`config.mk`:
```
export PLATFORM = sky130hd
export DESIGN_NAME = dual_cc_unit
export DESIGN_NICKNAME = d
export VERILOG_FILES = /design/src/rtl/dcc_pkg.sv /design/src/rtl/dcc_rst_sync.sv /design/src/rtl/dcc_addsub.sv /design/src/rtl/dcc_flag_calc.sv /design/src/rtl/dcc_cond_eval.sv /design/src/rtl/dual_cc_unit.sv
export SDC_FILE = /design/constraint.sdc
export NUM_CORES = 1
export LEC_CHECK = 0
export ABC_AREA = 1
export BUFFER_PORTS_ARGS = -buffer_cell sky130_fd_sc_hd__buf_2
export CAP_MARGIN = 10
export CORE_ASPECT_RATIO = 0.7
export CORE_MARGIN = 2
export CORE_UTILIZATION = 53
export CTS_CLUSTER_DIAMETER = 200
export CTS_CLUSTER_SIZE = 40
export DETAILED_ROUTE_END_ITERATION = 6
export PLACE_DENSITY = 0.84
export SYNTH_ARGS = -nofsm -noshare
export SYNTH_HDL_FRONTEND = slang
export SYNTH_SLANG_ARGS = --single-unit
```
`constraint.sdc`:
```
create_clock -name clk -period 7.4 [get_ports clk]
set_input_delay 1.11 -clock clk [delete_from_list [all_inputs] [get_ports clk]]
set_output_delay 1.11 -clock clk [all_outputs]
set_load 0.01 [all_outputs]
```
`src/rtl/dcc_pkg.sv`:
```
package dcc_pkg;
  typedef struct packed {
    logic n;
    logic z;
    logic v;
    logic c;
  } cc_flags_t;

  typedef enum logic [2:0] {
    CND_NEG   = 3'd0,
    CND_POS   = 3'd1,
    CND_ZERO  = 3'd2,
    CND_NZERO = 3'd3,
    CND_OVF   = 3'd4,
    CND_NOVF  = 3'd5,
    CND_CRY   = 3'd6,
    CND_NCRY  = 3'd7
  } cond_code_e;
endpackage

```
`src/rtl/dcc_rst_sync.sv`:
```
module dcc_rst_sync #(
  parameter int STAGES = 2
) (
  input  logic clk,
  input  logic rst_in_n,
  output logic rst_out_n
);
  logic [STAGES-1:0] chain_q;

  always_ff @(posedge clk or negedge rst_in_n) begin
    if (!rst_in_n) chain_q <= '0;
    else           chain_q <= {chain_q[STAGES-2:0], 1'b1};
  end

  assign rst_out_n = chain_q[STAGES-1];
endmodule

```
`src/rtl/dcc_addsub.sv`:
```
module dcc_addsub #(
  parameter int DATA_W = 64,
  parameter int LOW_W  = 32
) (
  input  logic [DATA_W-1:0] a,
  input  logic [DATA_W-1:0] b,
  input  logic              sub,
  output logic [DATA_W-1:0] res,
  output logic [DATA_W-1:0] b_eff,
  output logic              carry_low,
  output logic              carry_full
);
  localparam int HIGH_W = DATA_W - LOW_W;

  logic [LOW_W:0]  lo_t;
  logic [HIGH_W:0] hi_t;

  always_comb begin
    b_eff = sub ? ~b : b;
    lo_t  = {1'b0, a[LOW_W-1:0]} + {1'b0, b_eff[LOW_W-1:0]} + (LOW_W+1)'(sub);
    hi_t  = {1'b0, a[DATA_W-1:LOW_W]} + {1'b0, b_eff[DATA_W-1:LOW_W]}
          + (HIGH_W+1)'(lo_t[LOW_W]);
    res        = {hi_t[HIGH_W-1:0], lo_t[LOW_W-1:0]};
    carry_low  = lo_t[LOW_W];
    carry_full = hi_t[HIGH_W];
  end
endmodule

```
`src/rtl/dcc_flag_calc.sv`:
```
module dcc_flag_calc
  import dcc_pkg::*;
#(
  parameter int W = 64
) (
  input  logic [W-1:0] res,
  input  logic         a_msb,
  input  logic         b_msb,
  input  logic         carry,
  output cc_flags_t    flags
);
  always_comb begin
    flags.n = res[W-1];
    flags.z = (res == '0);
    flags.v = (a_msb == b_msb) && (res[W-1] != a_msb);
    flags.c = carry;
  end
endmodule

```
`src/rtl/dcc_cond_eval.sv`:
```
module dcc_cond_eval
  import dcc_pkg::*;
(
  input  cc_flags_t   fl,
  input  logic [2:0]  code,
  output logic        hit
);
  cond_code_e cc;

  always_comb begin
    cc = cond_code_e'(code);
    unique case (cc)
      CND_NEG:   hit =  fl.n;
      CND_POS:   hit = !fl.n;
      CND_ZERO:  hit =  fl.z;
      CND_NZERO: hit = !fl.z;
      CND_OVF:   hit =  fl.v;
      CND_NOVF:  hit = !fl.v;
      CND_CRY:   hit =  fl.c;
      CND_NCRY:  hit = !fl.c;
      default:   hit = 1'b0;
    endcase
  end
endmodule

```
`src/rtl/dual_cc_unit.sv`:
```
module dual_cc_unit
  import dcc_pkg::*;
#(
  parameter int DATA_W    = 64,
  parameter int LOW_W     = 32,
  parameter int RST_STAGE = 2
) (
  input  logic              clk,
  input  logic              rst_n,
  input  logic [DATA_W-1:0] op_a,
  input  logic [DATA_W-1:0] op_b,
  input  logic              sub_sel,
  input  logic              cc_we,
  input  logic [2:0]        cond_sel,
  input  logic              set_sel,
  output logic [DATA_W-1:0] sum,
  output logic [3:0]        flags_wide,
  output logic [3:0]        flags_narrow,
  output logic              cond_true
);
  localparam int NSETS = 2;

  logic              rst_core_n;
  logic [DATA_W-1:0] b_eff;
  logic              carry_low;
  logic              carry_full;
  cc_flags_t         calc_fl [NSETS];
  cc_flags_t         set_d   [NSETS];
  cc_flags_t         set_q   [NSETS];
  cc_flags_t         sel_fl;

  dcc_rst_sync #(.STAGES(RST_STAGE)) u_rst (
    .clk       (clk),
    .rst_in_n  (rst_n),
    .rst_out_n (rst_core_n)
  );

  dcc_addsub #(.DATA_W(DATA_W), .LOW_W(LOW_W)) u_add (
    .a          (op_a),
    .b          (op_b),
    .sub        (sub_sel),
    .res        (sum),
    .b_eff      (b_eff),
    .carry_low  (carry_low),
    .carry_full (carry_full)
  );

  // index 0 = narrow set, index 1 = wide set
  for (genvar g = 0; g < NSETS; g++) begin : g_set
    localparam int SW = (g == 0) ? LOW_W : DATA_W;
    dcc_flag_calc #(.W(SW)) u_fc (
      .res   (sum[SW-1:0]),
      .a_msb (op_a[SW-1]),
      .b_msb (b_eff[SW-1]),
      .carry ((g == 0) ? carry_low : carry_full),
      .flags (calc_fl[g])
    );

    always_comb begin
      set_d[g] = set_q[g];
      if (cc_we) set_d[g] = calc_fl[g];
    end

    always_ff @(posedge clk or negedge rst_core_n) begin
      if (!rst_core_n) set_q[g] <= '0;
      else             set_q[g] <= set_d[g];
    end
  end

  assign sel_fl       = set_sel ? set_q[1] : set_q[0];
  assign flags_wide   = set_q[1];
  assign flags_narrow = set_q[0];

  dcc_cond_eval u_cond (
    .fl   (sel_fl),
    .code (cond_sel),
    .hit  (cond_true)
  );


  cc_hold_chk: assert property (@(posedge clk) disable iff (!rst_core_n)
    !cc_we |=> ($stable(flags_wide) && $stable(flags_narrow)));


  narrow_zero_chk: assert property (@(posedge clk) disable iff (!rst_core_n)
    cc_we |=> (flags_narrow[2] == ($past(sum[LOW_W-1:0]) == '0)));


  wide_nz_excl_chk: assert property (@(posedge clk) disable iff (!rst_core_n)
    !(flags_wide[3] && flags_wide[2]));


  zero_nest_chk: assert property (@(posedge clk) disable iff (!rst_core_n)
    flags_wide[2] |-> flags_narrow[2]);


  add_ovf_chk: assert property (@(posedge clk) disable iff (!rst_core_n)
    (cc_we && !sub_sel && (op_a[DATA_W-1] == op_b[DATA_W-1]))
      |=> (flags_wide[1] == ($past(sum[DATA_W-1]) != $past(op_a[DATA_W-1]))));
endmodule

```
==> impl_metrics.yaml <==
clock_tree:
  clock_tree_from_tritoncts: "built"
  max-clock-path-buffers: 2
  ctsHtreeMaxLevel: 1
  cts.repair.resized: 0
  clock_sinks: 10
  cts.clk_slew.worst_paths_ns: 0.05
  cts_setup_buffers: 0
  tritoncts.num_buffers: 3
  ctsHoldBuffers: 0
  worstSkewPairLatency_ns: 0.24
  cts_root_buffer: "clkbuf_16"
drt:
  final_wirelength_mm: 21.29
  drt_iter0_markers: 916
  ant_nets: 0
  drt_pre_antenna_iters: 7
  via_count: 8149
  drt-wirelength-per-cell_um: 13.92
  routed_via_density: 5.326
  remaining_drc_errors: 0
timing:
  finalSetupViolCount: 0
  timing.final.hold_violations: 0
  finalCritPeriodShare: 0.8775
  drv_slew: 0
  finalCriticalPeriod_ns: 6.493
  worst_slew_pin_slew_ns: 0.5901
  timing.fmax_mhz: 154.0
  slew-limit-headroom: 0.6066
  fin_skew_ns: 0.004593
  rsz_0062_raised_after_global_routing: "no"
  tns_ns: 0
floorplan:
  placeableCoreArea_um2: 11170
  floorplan.die_area_um2: 12510
  io_pins: 209
  die_height_um: 94.20
  total_number_of_placement_rows: 32
  die_w_um: 132.9
  initial_utilization: 0.5514
logic_synthesis:
  synth.largest_area_cell: "nand2_1"
  ys_seq_area_frac: 0.04063
  synthesis.area_per_instance_um2: 5.247
  synth_edf_count: 0
  synth_seq_cells: 10
  synth_async_sr_flop_share: 1.000
  ys_top_cells_by_count: "nand2_1, inv_1, nor2_1"
  netlist-cell-type-count: 40
  syn_nets: 1375
  post-synth-top-count-cell: "nand2_1"
  synthCells: 1174
  synth.top_cells.by_area: "nand2_1, inv_1, ha_1"
  yosysWarningCount: 0
  synth_top_flop_cell: "dfrtp_1"
  yosysTopAreaCellShare: 0.2486
  post_synth_instance_area_um2: 6160
global_route:
  via_count_of_the_first_global_routing_pass: 6848
  grt_start_max_net_pins: 36
  grt_first_pass_wirelength_mm: 34.11
  globalRoute.totalOverflow: 0
  antenna_violations_before_repair: 0
  track_usage: 0.3341
worst_setup_path:
  timing_worst_setup_path_type: "in2out"
  regToRegSetupSlack_ns: 6.70
  arrival_ns: 5.38
  worstPathMaxFanout: 35
  timing.rr.start: "flags_wide[3]"
  crit_path_start_kind: "primary input"
  setup.worst_path.end: "sum[54]"
  cp-startpoint: "sub_sel"
  critical-path-max-stage-delay_ns: 0.47
  worst_setup_path_end_kind: "output pin"
  r2r_end: "flags_wide[3]"
  crit_slowest_cell: "buf_4"
  critical-path-top-cell-by-count: "nand2_1"
  cp.required_ns: 6.29
  timing.reg2reg.worst_path_depth: 2
placement:
  placement.cell_area_um2: 7352
  gpl.final_weighted_congestion: 1.059
  buffer_ports.inserted: 208
  numPlacedInstances: 1526
  place.detailed.hpwl_mm: 18.73
final_layout:
  final_layout_size_suffix_gt1_frac: 0.1866
  post_layout_nonfiller_instances: 1530
  area_delta_synth_final_pct: 20.80
  non_filler_cell_area_final_um2: 7441
  num-nets-final: 1579
  antenna-diode-count: 0
  fillerInstances: 1135
power_and_ir_drop:
  vdd_ir_drop_max_v: 0.0001837
  post-layout-total-power_uw: 1123
  powerDensity_nw_per_um2: 150.9
  p_leak_uw: 0.004554
worst_hold_path:
  type_of_the_worst_min_delay_path: "reg2async"
run:
  maxCapViolations: 0
outcome:
  run_status: "finished, final reports clean"
-- area by class of cell --
cell class / count / area [µm²] / share of cell area
inverter: 217 / 814.5 / 0.1095
clock buffer: 4 / 88.84 / 0.01194
timing repair buffer: 209 / 1051 / 0.1412
sequential: 10 / 250.2 / 0.03363
tap: 153 / 191.4 / 0.02573
multi-input combinational: 937 / 5045 / 0.6780
-- power breakdown --
group	switching, µW	internal, µW	total [µW]
registers	6.99	61.7	68.7
logic	610	332	942
clock network	30.0	81.7	112
-- per-stage QoR --
step / setup slack, ns / hold slack [ns] / util
after floorplan: 1.566 / 0.09464 / -
after global placement: 1.174 / 0.1618 / 0.6582
after detailed placement: 0.9928 / 0.1591 / 0.6582
after CTS: 0.9749 / 0.1629 / 0.6661
after global routing: 0.5025 / 0.1792 / 0.6661
final: 0.9066 / 0.1568 / 0.6661
-- metal layers --
metal / wire length [µm] / share of wire / GRT usage / up-vias
met2: 7777 / 0.37 / 0.4508 / 480
met1: 10640 / 0.50 / 0.5443 / 3564
met3: 2685 / 0.13 / 0.05933 / 22
li1: - / - / - / 4083
met5: 0 / 0 / 0 / -
met4: 188 / 0.0088 / 0.03405 / 0
-- critical path: cells and delay by family --
family / cells / cell delay, ns
AOI/OAI and AO/OA: 3 / 0.36
xor gates and xnor gates: 2 / 0.38
adders and majority gates: 3 / 1.12
buffers and inverters: 5 / 0.91
and+or+nand+nor: 13 / 1.48
-- state kept, by name, indices dropped and copies added (netlist names) --
name / flops
flags_wide: 4
flags_narrow: 4
u_rst.chain_q: 2
-- how the worst min path moves through the flow --
| stage | end | cells after the start | slack, ns | startpoint |
|---|---|---|---|---|
| finish | flags_wide[0] | 0 | 0.16 | u_rst.chain_q[1] |
| detailed placement | flags_narrow[2] | 0 | 0.16 | u_rst.chain_q[1] |
| global placement | flags_wide[0] | 0 | 0.16 | u_rst.chain_q[1] |
| CTS | flags_wide[0] | 0 | 0.16 | u_rst.chain_q[1] |
| floorplan | flags_narrow[0] | 0 | 0.09 | u_rst.chain_q[1] |
| global route | flags_wide[0] | 0 | 0.18 | u_rst.chain_q[1] |
-- logic make-up (layout without fill, tap and decap cells) --
group                    after synthesis  after routing  synth area share
adder cells (fa/ha/maj)               65             65            0.1357
other                                  1              1         0.0006088
flip-flops                            10             10           0.04063
XOR/XNOR                              75             75            0.1066
buffers and inverters                227            430            0.1404
AO/OA/AOI/OAI                        104            104           0.09384
AND/OR/NAND/NOR                      692            692            0.4822
-- placed cells by master (no fill, tap or decap), types with 2 or more instances in the layout --
cell type,count
nand2_2,17
nor2_2,4
fa_1,3
nand3_1,76
dfrtp_1,10
inv_1,215
buf_4,2
o21ai_1,2
nor3_1,8
nand3_2,6
and2_1,3
ha_1,62
nor4_2,2
o21bai_1,4
xnor2_1,12
inv_2,2
a31oi_1,9
nand4_1,22
nor2_1,122
a21oi_1,50
o21ai_0,28
a21oi_2,5
buf_2,207
nand3b_1,13
nor3_2,3
xor2_1,63
or2_2,3
clkbuf_16,3
o22ai_1,2
nand2_1,408
(Power assumes the default switching activity.)
